==> config.mk <==
export PLATFORM = sky130hd
export DESIGN_NAME = pt_walker
export DESIGN_NICKNAME = d
export VERILOG_FILES = /design/src/rtl/pt_walker_pkg.sv /design/src/rtl/pt_tlb.sv /design/src/rtl/pt_walk_fsm.sv /design/src/rtl/pt_walker.sv
export SDC_FILE = /design/constraint.sdc
export NUM_CORES = 1
export LEC_CHECK = 0
export ABC_AREA = 0
export BUFFER_PORTS_ARGS = -buffer_cell sky130_fd_sc_hd__buf_4
export CORE_ASPECT_RATIO = 1.2
export CORE_MARGIN = 1.5
export CORE_UTILIZATION = 45
export DETAILED_ROUTE_END_ITERATION = 10
export GPL_TIMING_DRIVEN = 1
export PLACE_DENSITY_LB_ADDON = 0.08
export SKIP_LAST_GASP = 1
export SLEW_MARGIN = 30
export SYNTH_ARGS = -nofsm -noshare
export SYNTH_HDL_FRONTEND = slang
export SYNTH_SLANG_ARGS = --single-unit
==> constraint.sdc <==
create_clock -name clk_i -period 5.1 [get_ports clk_i]
set_clock_uncertainty 0.05 [all_clocks]
set_input_delay 0.51 -clock clk_i [delete_from_list [all_inputs] [get_ports clk_i]]
set_output_delay 0.51 -clock clk_i [all_outputs]
set_load 0.02 [all_outputs]
==> src/rtl/pt_walker_pkg.sv <==
package pt_walker_pkg;

  localparam int VA_W    = 39;
  localparam int PA_W    = 56;
  localparam int OFF_W   = 12;
  localparam int IDX_W   = 9;
  localparam int LEVELS  = 3;
  localparam int PTE_W   = 64;
  localparam int PPN_LSB = 10;
  localparam int PPN_W   = PA_W - OFF_W;
  localparam int VPN_W   = IDX_W * LEVELS;
  localparam int LVL_W   = $clog2(LEVELS);
  localparam int ENT_SH  = $clog2(PTE_W / 8);

  typedef logic [PPN_W-1:0] ppn_t;
  typedef logic [VPN_W-1:0] vpn_t;
  typedef logic [LVL_W-1:0] lvl_t;

  typedef enum logic [1:0] {
    S_IDLE,
    S_REQ,
    S_WAIT,
    S_RESP
  } walk_st_e;

  // physical address of a leaf: upper bits from ppn, lower bits from va
  function automatic logic [PA_W-1:0] leaf_paddr(ppn_t ppn, vpn_t vpn,
                                                 logic [OFF_W-1:0] off, lvl_t lvl);
    logic [PA_W-1:0] keep;
    keep = (PA_W'(1) << (OFF_W + IDX_W * int'(lvl))) - PA_W'(1);
    return ({ppn, OFF_W'(0)} & ~keep) | (PA_W'({vpn, off}) & keep);
  endfunction

  function automatic logic ppn_misaligned(ppn_t ppn, lvl_t lvl);
    ppn_t m;
    m = (PPN_W'(1) << (IDX_W * int'(lvl))) - PPN_W'(1);
    return |(ppn & m);
  endfunction

  function automatic logic vpn_match(vpn_t a, vpn_t b, lvl_t lvl);
    vpn_t m;
    m = ~((VPN_W'(1) << (IDX_W * int'(lvl))) - VPN_W'(1));
    return ((a ^ b) & m) == '0;
  endfunction

endpackage

==> src/rtl/pt_tlb.sv <==
module pt_tlb
  import pt_walker_pkg::*;
#(
  parameter int N_ENTRIES = 4
) (
  input  logic clk_i,
  input  logic rst_ni,
  input  logic flush_i,
  input  vpn_t lookup_vpn_i,
  output logic hit_o,
  output ppn_t hit_ppn_o,
  output lvl_t hit_lvl_o,
  input  logic fill_i,
  input  vpn_t fill_vpn_i,
  input  ppn_t fill_ppn_i,
  input  lvl_t fill_lvl_i
);

  localparam int PTR_W = (N_ENTRIES > 1) ? $clog2(N_ENTRIES) : 1;

  logic [N_ENTRIES-1:0] valid_q;
  logic [N_ENTRIES-1:0] hit_vec;
  vpn_t                 vpn_q [N_ENTRIES];
  ppn_t                 ppn_q [N_ENTRIES];
  lvl_t                 lvl_q [N_ENTRIES];
  logic [PTR_W-1:0]     ptr_q;

  for (genvar e = 0; e < N_ENTRIES; e++) begin : g_cmp
    assign hit_vec[e] = valid_q[e] && vpn_match(vpn_q[e], lookup_vpn_i, lvl_q[e]);
  end

  always_comb begin
    hit_o     = 1'b0;
    hit_ppn_o = '0;
    hit_lvl_o = '0;
    for (int e = N_ENTRIES - 1; e >= 0; e--) begin
      if (hit_vec[e]) begin
        hit_o     = 1'b1;
        hit_ppn_o = ppn_q[e];
        hit_lvl_o = lvl_q[e];
      end
    end
  end

  always_ff @(posedge clk_i or negedge rst_ni) begin
    if (!rst_ni) begin
      valid_q <= '0;
      ptr_q   <= '0;
    end else if (flush_i) begin
      valid_q <= '0;
    end else if (fill_i) begin
      valid_q[ptr_q] <= 1'b1;
      ptr_q <= (ptr_q == PTR_W'(N_ENTRIES - 1)) ? '0 : ptr_q + 1'b1;
    end
  end

  always_ff @(posedge clk_i) begin
    if (fill_i && !flush_i) begin
      vpn_q[ptr_q] <= fill_vpn_i;
      ppn_q[ptr_q] <= fill_ppn_i;
      lvl_q[ptr_q] <= fill_lvl_i;
    end
  end

  a_r11_flush_clears: assert property (@(posedge clk_i) disable iff (!rst_ni)
    flush_i |=> (valid_q == '0));

  a_r10_fill_sets_victim: assert property (@(posedge clk_i) disable iff (!rst_ni)
    (fill_i && !flush_i) |=> valid_q[$past(ptr_q)]);

  a_r11_flush_holds_ptr: assert property (@(posedge clk_i) disable iff (!rst_ni)
    flush_i |=> $stable(ptr_q));

endmodule

==> src/rtl/pt_walk_fsm.sv <==
module pt_walk_fsm
  import pt_walker_pkg::*;
(
  input  logic              clk_i,
  input  logic              rst_ni,
  input  logic              req_valid_i,
  input  logic [VA_W-1:0]   req_vaddr_i,
  input  logic [PA_W-1:0]   req_root_i,
  output logic              req_ready_o,
  output logic              mem_req_o,
  output logic [PA_W-1:0]   mem_addr_o,
  input  logic              mem_rvalid_i,
  input  logic [PTE_W-1:0]  mem_rdata_i,
  output logic              rsp_valid_o,
  output logic [PA_W-1:0]   rsp_paddr_o,
  output lvl_t              rsp_size_o,
  output logic              rsp_fault_o,
  output vpn_t              tlb_vpn_o,
  input  logic              tlb_hit_i,
  input  ppn_t              tlb_ppn_i,
  input  lvl_t              tlb_lvl_i,
  output logic              fill_o,
  output vpn_t              fill_vpn_o,
  output ppn_t              fill_ppn_o,
  output lvl_t              fill_lvl_o
);

  walk_st_e          state_q;
  logic [VA_W-1:0]   va_q;
  logic [PA_W-1:0]   base_q;
  lvl_t              lvl_q;
  logic [PA_W-1:0]   pa_q;
  lvl_t              sz_q;
  logic              flt_q;
  logic [IDX_W-1:0]  idx;

  logic pte_v, pte_leaf, pte_misal;
  ppn_t pte_ppn;
  logic unused_bits;

  assign pte_v     = mem_rdata_i[0];
  assign pte_leaf  = |mem_rdata_i[3:1];
  assign pte_ppn   = mem_rdata_i[PPN_LSB +: PPN_W];
  assign pte_misal = (lvl_q != '0) && ppn_misaligned(pte_ppn, lvl_q);
  assign unused_bits = ^{mem_rdata_i[PTE_W-1:PPN_LSB+PPN_W], mem_rdata_i[PPN_LSB-1:4],
                         req_root_i[OFF_W-1:0]};

  always_comb begin
    case (lvl_q)
      2'd2:    idx = va_q[OFF_W + 2*IDX_W +: IDX_W];
      2'd1:    idx = va_q[OFF_W + IDX_W +: IDX_W];
      default: idx = va_q[OFF_W +: IDX_W];
    endcase
  end

  assign mem_addr_o  = base_q + PA_W'({idx, ENT_SH'(0)});
  assign mem_req_o   = (state_q == S_REQ);
  assign req_ready_o = (state_q == S_IDLE);
  assign rsp_valid_o = (state_q == S_RESP);
  assign rsp_paddr_o = pa_q;
  assign rsp_size_o  = sz_q;
  assign rsp_fault_o = flt_q;

  assign tlb_vpn_o  = req_vaddr_i[VA_W-1:OFF_W];
  assign fill_o     = (state_q == S_WAIT) && mem_rvalid_i && pte_v && pte_leaf && !pte_misal;
  assign fill_vpn_o = va_q[VA_W-1:OFF_W];
  assign fill_ppn_o = pte_ppn;
  assign fill_lvl_o = lvl_q;

  always_ff @(posedge clk_i or negedge rst_ni) begin
    if (!rst_ni) begin
      state_q <= S_IDLE;
      va_q    <= '0;
      base_q  <= '0;
      lvl_q   <= '0;
      pa_q    <= '0;
      sz_q    <= '0;
      flt_q   <= 1'b0;
    end else begin
      case (state_q)
        S_IDLE: if (req_valid_i) begin
          va_q   <= req_vaddr_i;
          base_q <= {req_root_i[PA_W-1:OFF_W], OFF_W'(0)};
          lvl_q  <= LVL_W'(LEVELS - 1);
          if (tlb_hit_i) begin
            pa_q    <= leaf_paddr(tlb_ppn_i, req_vaddr_i[VA_W-1:OFF_W],
                                  req_vaddr_i[OFF_W-1:0], tlb_lvl_i);
            sz_q    <= tlb_lvl_i;
            flt_q   <= 1'b0;
            state_q <= S_RESP;
          end else begin
            state_q <= S_REQ;
          end
        end
        S_REQ: state_q <= S_WAIT;
        S_WAIT: if (mem_rvalid_i) begin
          if (!pte_v) begin
            flt_q   <= 1'b1;
            pa_q    <= '0;
            state_q <= S_RESP;
          end else if (pte_leaf) begin
            flt_q   <= pte_misal;
            pa_q    <= pte_misal ? '0 : leaf_paddr(pte_ppn, va_q[VA_W-1:OFF_W],
                                                  va_q[OFF_W-1:0], lvl_q);
            sz_q    <= lvl_q;
            state_q <= S_RESP;
          end else if (lvl_q == '0) begin
            flt_q   <= 1'b1;
            pa_q    <= '0;
            state_q <= S_RESP;
          end else begin
            base_q  <= {pte_ppn, OFF_W'(0)};
            lvl_q   <= lvl_q - 1'b1;
            state_q <= S_REQ;
          end
        end
        default: state_q <= S_IDLE;
      endcase
    end
  end

  a_r8_one_outstanding: assert property (@(posedge clk_i) disable iff (!rst_ni)
    mem_req_o |=> !mem_req_o);

  a_r12_pulse_then_ready: assert property (@(posedge clk_i) disable iff (!rst_ni)
    rsp_valid_o |=> (req_ready_o && !rsp_valid_o));

  a_r4_offset_passes: assert property (@(posedge clk_i) disable iff (!rst_ni)
    (rsp_valid_o && !rsp_fault_o) |-> (rsp_paddr_o[OFF_W-1:0] == va_q[OFF_W-1:0]));

  a_r9_hit_skips_walk: assert property (@(posedge clk_i) disable iff (!rst_ni)
    (req_valid_i && req_ready_o && tlb_hit_i) |=> (rsp_valid_o && !mem_req_o));

  a_r5_invalid_stops: assert property (@(posedge clk_i) disable iff (!rst_ni)
    ((state_q == S_WAIT) && mem_rvalid_i && !pte_v) |=> (rsp_valid_o && rsp_fault_o));

endmodule

==> src/rtl/pt_walker.sv <==
module pt_walker
  import pt_walker_pkg::*;
#(
  parameter int N_TLB_ENTRIES = 4
) (
  input  logic              clk_i,
  input  logic              rst_ni,
  input  logic              flush_i,
  input  logic              req_valid_i,
  input  logic [VA_W-1:0]   req_vaddr_i,
  input  logic [PA_W-1:0]   req_root_i,
  output logic              req_ready_o,
  output logic              mem_req_o,
  output logic [PA_W-1:0]   mem_addr_o,
  input  logic              mem_rvalid_i,
  input  logic [PTE_W-1:0]  mem_rdata_i,
  output logic              rsp_valid_o,
  output logic [PA_W-1:0]   rsp_paddr_o,
  output logic [LVL_W-1:0]  rsp_size_o,
  output logic              rsp_fault_o
);

  vpn_t tlb_vpn, fill_vpn;
  logic tlb_hit, fill;
  ppn_t tlb_ppn, fill_ppn;
  lvl_t tlb_lvl, fill_lvl;

  pt_walk_fsm u_fsm (
    .clk_i        (clk_i),
    .rst_ni       (rst_ni),
    .req_valid_i  (req_valid_i),
    .req_vaddr_i  (req_vaddr_i),
    .req_root_i   (req_root_i),
    .req_ready_o  (req_ready_o),
    .mem_req_o    (mem_req_o),
    .mem_addr_o   (mem_addr_o),
    .mem_rvalid_i (mem_rvalid_i),
    .mem_rdata_i  (mem_rdata_i),
    .rsp_valid_o  (rsp_valid_o),
    .rsp_paddr_o  (rsp_paddr_o),
    .rsp_size_o   (rsp_size_o),
    .rsp_fault_o  (rsp_fault_o),
    .tlb_vpn_o    (tlb_vpn),
    .tlb_hit_i    (tlb_hit),
    .tlb_ppn_i    (tlb_ppn),
    .tlb_lvl_i    (tlb_lvl),
    .fill_o       (fill),
    .fill_vpn_o   (fill_vpn),
    .fill_ppn_o   (fill_ppn),
    .fill_lvl_o   (fill_lvl)
  );

  pt_tlb #(.N_ENTRIES(N_TLB_ENTRIES)) u_tlb (
    .clk_i        (clk_i),
    .rst_ni       (rst_ni),
    .flush_i      (flush_i),
    .lookup_vpn_i (tlb_vpn),
    .hit_o        (tlb_hit),
    .hit_ppn_o    (tlb_ppn),
    .hit_lvl_o    (tlb_lvl),
    .fill_i       (fill),
    .fill_vpn_i   (fill_vpn),
    .fill_ppn_i   (fill_ppn),
    .fill_lvl_i   (fill_lvl)
  );

endmodule

-- After elaboration in Yosys (flattened, before gate mapping)
Memories as Yosys holds them, arrays and structs flattened.
Index checks and enable logic that the tools add are counted.
- bits in registers: 164
- bits in writable memories: 292
- bits of input ports: 164
- logic and storage cells: 166
- memories kept: 3
- memory list (memory ; words ; width ; read ports ; clocked after memory_dff ; write ports ; RTL line ; text):
    u_tlb.ppn_q ; 4 ; 44 ; 4 ; 0 ; 1 ; pt_tlb.sv:24 ; ppn_t ppn_q [N_ENTRIES];
    u_tlb.vpn_q ; 4 ; 27 ; 4 ; 0 ; 1 ; pt_tlb.sv:23 ; vpn_t vpn_q [N_ENTRIES];
    u_tlb.lvl_q ; 4 ; 2 ; 4 ; 0 ; 1 ; pt_tlb.sv:25 ; lvl_t lvl_q [N_ENTRIES];
- add/sub/neg operators: 12
- multiply operators: 6
- order comparisons: 2
- equality and inequality tests: 14
- shift operators: 7
- multiplexer cells: 60
- bitwise gates (word level): 23
- reduce and logical (&&, ||, !) cells: 30
- operator list (cell ; count):
    56-bit two-way mux ; 12
    56-bit one-hot mux with 2 select lines ; 2
    44-bit two-way mux ; 4
    1-bit by 32-bit << shifter with 27-bit output, first input constant ; 4
    39-bit by 56-bit AND with 56-bit output ; 2
    56-bit AND ; 2
    56-bit NOT ; 2
    56-bit bitwise OR ; 2
    1-bit by 32-bit << shifter with 56-bit output, first input constant ; 2
    56-bit by 2-bit subtractor with 56-bit output, second input constant ; 2
    27-bit AND ; 4
    27-bit logical NOT ; 4
    27-bit NOT ; 4
    27-bit by 2-bit subtractor with 27-bit output, second input constant ; 4
    27-bit XOR ; 4
    5-bit by 32-bit adder with 32-bit output, first input constant ; 2
    56-bit by 12-bit adder with 56-bit output ; 1
    44-bit AND ; 1
    44-bit OR reduction ; 1
    1-bit by 32-bit << shifter with 44-bit output, first input constant ; 1
    44-bit by 2-bit subtractor with 44-bit output, second input constant ; 1
    2-bit two-way mux ; 21
    4-bit by 2-bit multiplier with 6-bit output, first input constant ; 6
    9-bit one-hot mux with 2 select lines ; 1
    25 further kinds ; 65

-- Logic depth before layout (Yosys ltp)
An unclocked memory read counts as a cell.
- depth after elaboration: 22
- mapped depth: 21
- mapped depth without buffers: 18

-- Hierarchy
A second synthesis with hierarchy kept.
- cell total of the unflattened synthesis: 1644
- area total of the unflattened synthesis: 20993.9 um^2
- by module, submodules not included (module ; instances ; cells each ; area each (um^2) ; seq. area each (um^2)):
    pt_tlb ; 1 ; 709 ; 12030.3 ; 8918.6
    pt_walk_fsm ; 1 ; 935 ; 8963.6 ; 3653.5

-- Worst setup path before layout
Ideal clock, no wire load.
- path kind: reg2reg
- start point: register u_fsm.lvl_q[0] (netlist: u_fsm.fill_lvl_o[0])
- end point: memory u_tlb.lvl_q[2][0] (netlist name), enable pin
- library setup time: 0.440 ns
- arrival time: 4.662 ns
- required time: 4.610 ns
- setup slack: -0.052 ns
- cell stages (with the launch flop): 13
- clock period less this slack: 5.152 ns
- cells stage by stage: dfrtp_1 clkbuf_1 inv_1 ha_1 clkbuf_1 inv_1 ha_1 nor2b_1 a2111oi_0 and4_1 a31oi_1 nor4_1 and2_1
- longest elaborated chain between the ends: 11
- elaborated cells on any way between the ends: 12
- ends and longest elaborated chain (element ; RTL line ; text):
    start, declared ; pt_walk_fsm.sv:31 ; lvl_t lvl_q;
    start signal, assigned ; pt_walk_fsm.sv:84 ; lvl_q <= LVL_W'(LEVELS - 1);
    start signal, assigned ; pt_walk_fsm.sv:113 ; lvl_q <= lvl_q - 1'b1;
    4-bit by 2-bit multiplier with 6-bit output ; pt_walker_pkg.sv:36 ; m = (PPN_W'(1) << (IDX_W * int'(lvl))) - PPN_W'(1);
    1-bit by 32-bit << shifter with 44-bit output ; pt_walker_pkg.sv:36 ;
    44-bit by 2-bit subtractor with 44-bit output ; pt_walker_pkg.sv:36 ;
    44-bit AND ; pt_walker_pkg.sv:37 ; return |(ppn & m);
    44-bit OR reduction ; pt_walker_pkg.sv:37 ;
    1-bit logical AND * ; pt_walk_fsm.sv:44 ; assign pte_misal = (lvl_q != '0) && ppn_misaligned(pte_ppn, lvl_q);
    1-bit logical NOT * ; pt_walk_fsm.sv:65 ; assign fill_o = (state_q == S_WAIT) && mem_rvalid_i && pte_v && pte_leaf && !pte_misal;
    1-bit logical AND * ; pt_walk_fsm.sv:65 ;
    1-bit logical AND * ; pt_tlb.sv:58 ; if (fill_i && !flush_i) begin
    1-bit two-way mux * ; pt_tlb.sv:58 ;
    1-bit two-way mux (implied by the code) * ; pt_tlb.sv:61 ; lvl_q[ptr_q] <= fill_lvl_i;
    end, declared ; pt_tlb.sv:25 ;
Every way passes the cells marked *; elsewhere a longest branch is shown, timed or not.

==> flow_summary.yaml <==
status:
  status: "completed"
synthesis:
  synth_flop_cell: "edfxtp_1"
  netlist_area_um2: 19830
  yosysTopAreaCell: "edfxtp_1"
  yosysSeqAreaShare_pct: 63.41
  ys_top_cells_by_area: "edfxtp_1 (44%), dfrtp_1 (19%), xor2_1 (4.0%)"
  yosys_warnings: 0
  synth_cells: 1576
  synth_common_cells: "edfxtp_1 (292), nand2_1 (154), dfrtp_1 (152), o21ai_0 (107), nor2_1 (99)"
  synth_edf_count: 292
  synth.avg_cell_area_um2: 12.58
  synth_most_common_cell: "edfxtp_1"
  ys_types: 69
  ys_seq_elements: 444
  synth_top_area_share_pct: 44.23
  async_flop_share_pct: 34.23
critical_path:
  crit_type: "register to register"
  crit_fanout: 6
  end_kind: "register"
  startpoint_type: "register"
  worstPathRequired_ps: 5470
  cp_data_arrival_time_ps: 5140
floorplanning:
  die-area_um2: 45330
  dieWidth_um: 194.6
  rows: 84
  ios: 282
  initial_core_util_pct: 45.45
  core-area_um2: 43620
  die_height_um: 232.9
worst_hold_path:
  hold_path_class: "primary input to register"
placed_design:
  placed_cell_area_um2: 22590
  dp_slack_ps: -7.701
  port-buffer-count: 250
  place_inst: 2331
  dpl.hpwl_mm: 42.96
  place_congestion: 0.8958
sta:
  grt_setup_unrepaired: "false"
  hold_violations: 0
  slew_violations: 0
  setup_viol: 0
  min_period_ps: 4762
  worst_slack_ps: 338.2
  worstMarginPinSlew_ps: 893.6
  relSlewSlack_pct: 40.43
  tns_ps: 0
  post-route-period-util_pct: 93.37
  max_freq_ghz: 0.2100
final_layout:
  n_antenna_cell: 0
  fin_nets: 2009
  post-route-cell-area_um2: 24090
  syn_to_final_growth_pct: 21.53
  drive_gt1_share_pct: 24.84
  final_cell_count_no_fill: 2415
route:
  drtAntennaViolNets: 0
  drt-pass1-iter-count: 5
  drtIter0Drc: 1095
  via_per_inst: 5.848
  drt-total-wl_mm: 62.72
  vias: 14120
  drcViolationCount: 0
  avgRoutedWirePerCell_um: 25.97
clock_network:
  clk_pin_slew_worst_paths_ps: 60
  htreeDepth: 2
  cts_buffers: 45
  root_buffer: "clkbuf_16"
  clockBufferDepth: 3
  cts_setup_buffers: 0
  cts.sinks: 444
  cts_tree: "yes"
  worstSkewPairLatency_ps: 570
power_and_ir_drop:
  p_leak_nw: 9.413
  ir_drop_uv: 304.6
  cellPowerDensity_nw_per_um2: 503.7
  total_power_mw: 12.13
global_route:
  antenna_found_initial: 1
  grt_max_degree: 92
  overflow: 0
  grt_pass1_wl_mm: 91.90
  grt_usage_pct: 27.68
  grt_pass1_vias: 13820
job:
  cap_viol_max_count: 0
==> cell type report <==
class | count | area, um^2
Clock buffer | 71 | 1366
Clock inverter | 12 | 120.1
Fill cell | 3714 | 19520
Inverter | 19 | 71.32
Multi-Input combinational cell | 998 | 6753
Sequential cell | 444 | 12570
Tap cell | 559 | 699.4
Timing Repair Buffer | 312 | 2511
==> critical path, cell delays in order (launching register included) <==
cell	delay, ps
edfxtp_1	430
or2_2	380
ha_1	300
nand2_1	50
nand2_1	110
or4_1	670
nand2_1	110
a21oi_1	40
o21ai_1	300
buf_4	210
inv_1	90
ha_1	250
nor2_1	150
o21ai_0	130
nor2b_1	160
a32o_1	300
a31oi_4	210
nor2_1	70
o31ai_1	330
buf_4	190
o22ai_1	90
==> path summary, 6_finish.rpt <==
path,endpoint,start,depth (start not counted),slack [ps]
hold reg to reg,u_fsm.base_q[44],u_fsm.base_q[44],2,430
setup reg to reg,u_fsm.rsp_paddr_o[42],u_tlb.lvl_q[1][1],20,340
max in group asynchronous,u_fsm.rsp_paddr_o[50],rst_ni,3,3380
setup / recovery,u_fsm.rsp_paddr_o[42],u_tlb.lvl_q[1][1],20,340
hold / removal,u_tlb.ppn_q[0][27],mem_rdata_i[37],1,130
min in group asynchronous,u_fsm.va_q[29],rst_ni,2,490
==> power breakdown <==
| part | switching (mW) | internal [mW] | leakage (nW) |
|---|---|---|---|
| registers | 0.596 | 4.49 | 4.53 |
| clock network | 1.38 | 1.94 | 0.736 |
| logic | 2.24 | 1.50 | 4.15 |
==> timing repair <==
| action | in CTS | in global routing |
|---|---|---|
| endpoints found under the hold margin | 15 | 0 |
| setup endpoints to repair | 0 | 5 |
| gates resized for setup | 0 | 2 |
| hold buffers | 1 | 0 |
==> stage by stage <==
| step | hold slack (ps) | utilization, % |
|---|---|---|
| after floorplan | 164.4 | - |
| after global placement | 414.0 | 51.78 |
| after detailed placement | 421.3 | 51.78 |
| after CTS | 116.4 | 55.21 |
| after global routing | 123.1 | 55.24 |
| final | 129.5 | 55.24 |
==> per-layer routing <==
metal	vias up	GRT usage [%]	wire, um
li1	6343	-	-
met1	7143	35.98	25710
met2	527	48.19	31570
met3	108	3.392	3565
met4	2	9.058	1861
met5	-	0	15
==> cells by family after synthesis <==
| kind of cell | Yosys count | share of synthesized area (%) |
|---|---|---|
| compound gates | 356 | 11.76 |
| simple gates | 377 | 8.627 |
| mux | 118 | 6.317 |
| flops | 444 | 63.41 |
| buf+inv | 136 | 2.947 |
| other cells | 1 | 0.01892 |
| xor+xnor | 119 | 5.333 |
| fa+ha+maj | 25 | 1.578 |
==> layout by cell type (no fill, tap or decap), types with 5 or more instances in the layout <==
master       n
o21ai_1     29
a31oi_1     15
nand4_1     11
nand2_1    154
nand3_1     19
clkbuf_1    14
a21oi_1     56
nor4_1      23
and3_1       5
clkbuf_16   47
o211ai_1     8
and2_1       5
clkbuf_8    10
nor2_1      97
edfxtp_1   292
buf_4      297
xor2_1      90
inv_1       18
mux2_2      57
o21ai_0    106
a21o_1       7
nor2b_1      5
ha_1        25
o31ai_1     27
a22oi_1     10
dfrtp_1    152
nor3_1      25
a221oi_1    47
xnor2_1     27
buf_12      13
mux2i_1     61
a222oi_1    18
clkinv_2     8
==> registers in the layout, summed over array words and instances (netlist names) <==
| register | count |
|---|---|
| u_fsm.base_q | 44 |
| u_fsm.fill_lvl_o | 2 |
| u_fsm.rsp_fault_o | 1 |
| u_fsm.rsp_paddr_o | 56 |
| u_fsm.rsp_size_o | 2 |
| u_fsm.state_q | 2 |
| u_fsm.va_q | 39 |
| u_tlb.lvl_q | 8 |
| u_tlb.ppn_q | 176 |
| u_tlb.ptr_q | 2 |
| u_tlb.valid_q | 4 |
| u_tlb.vpn_q | 108 |
Note: power is estimated with default switching activity, not from simulation.
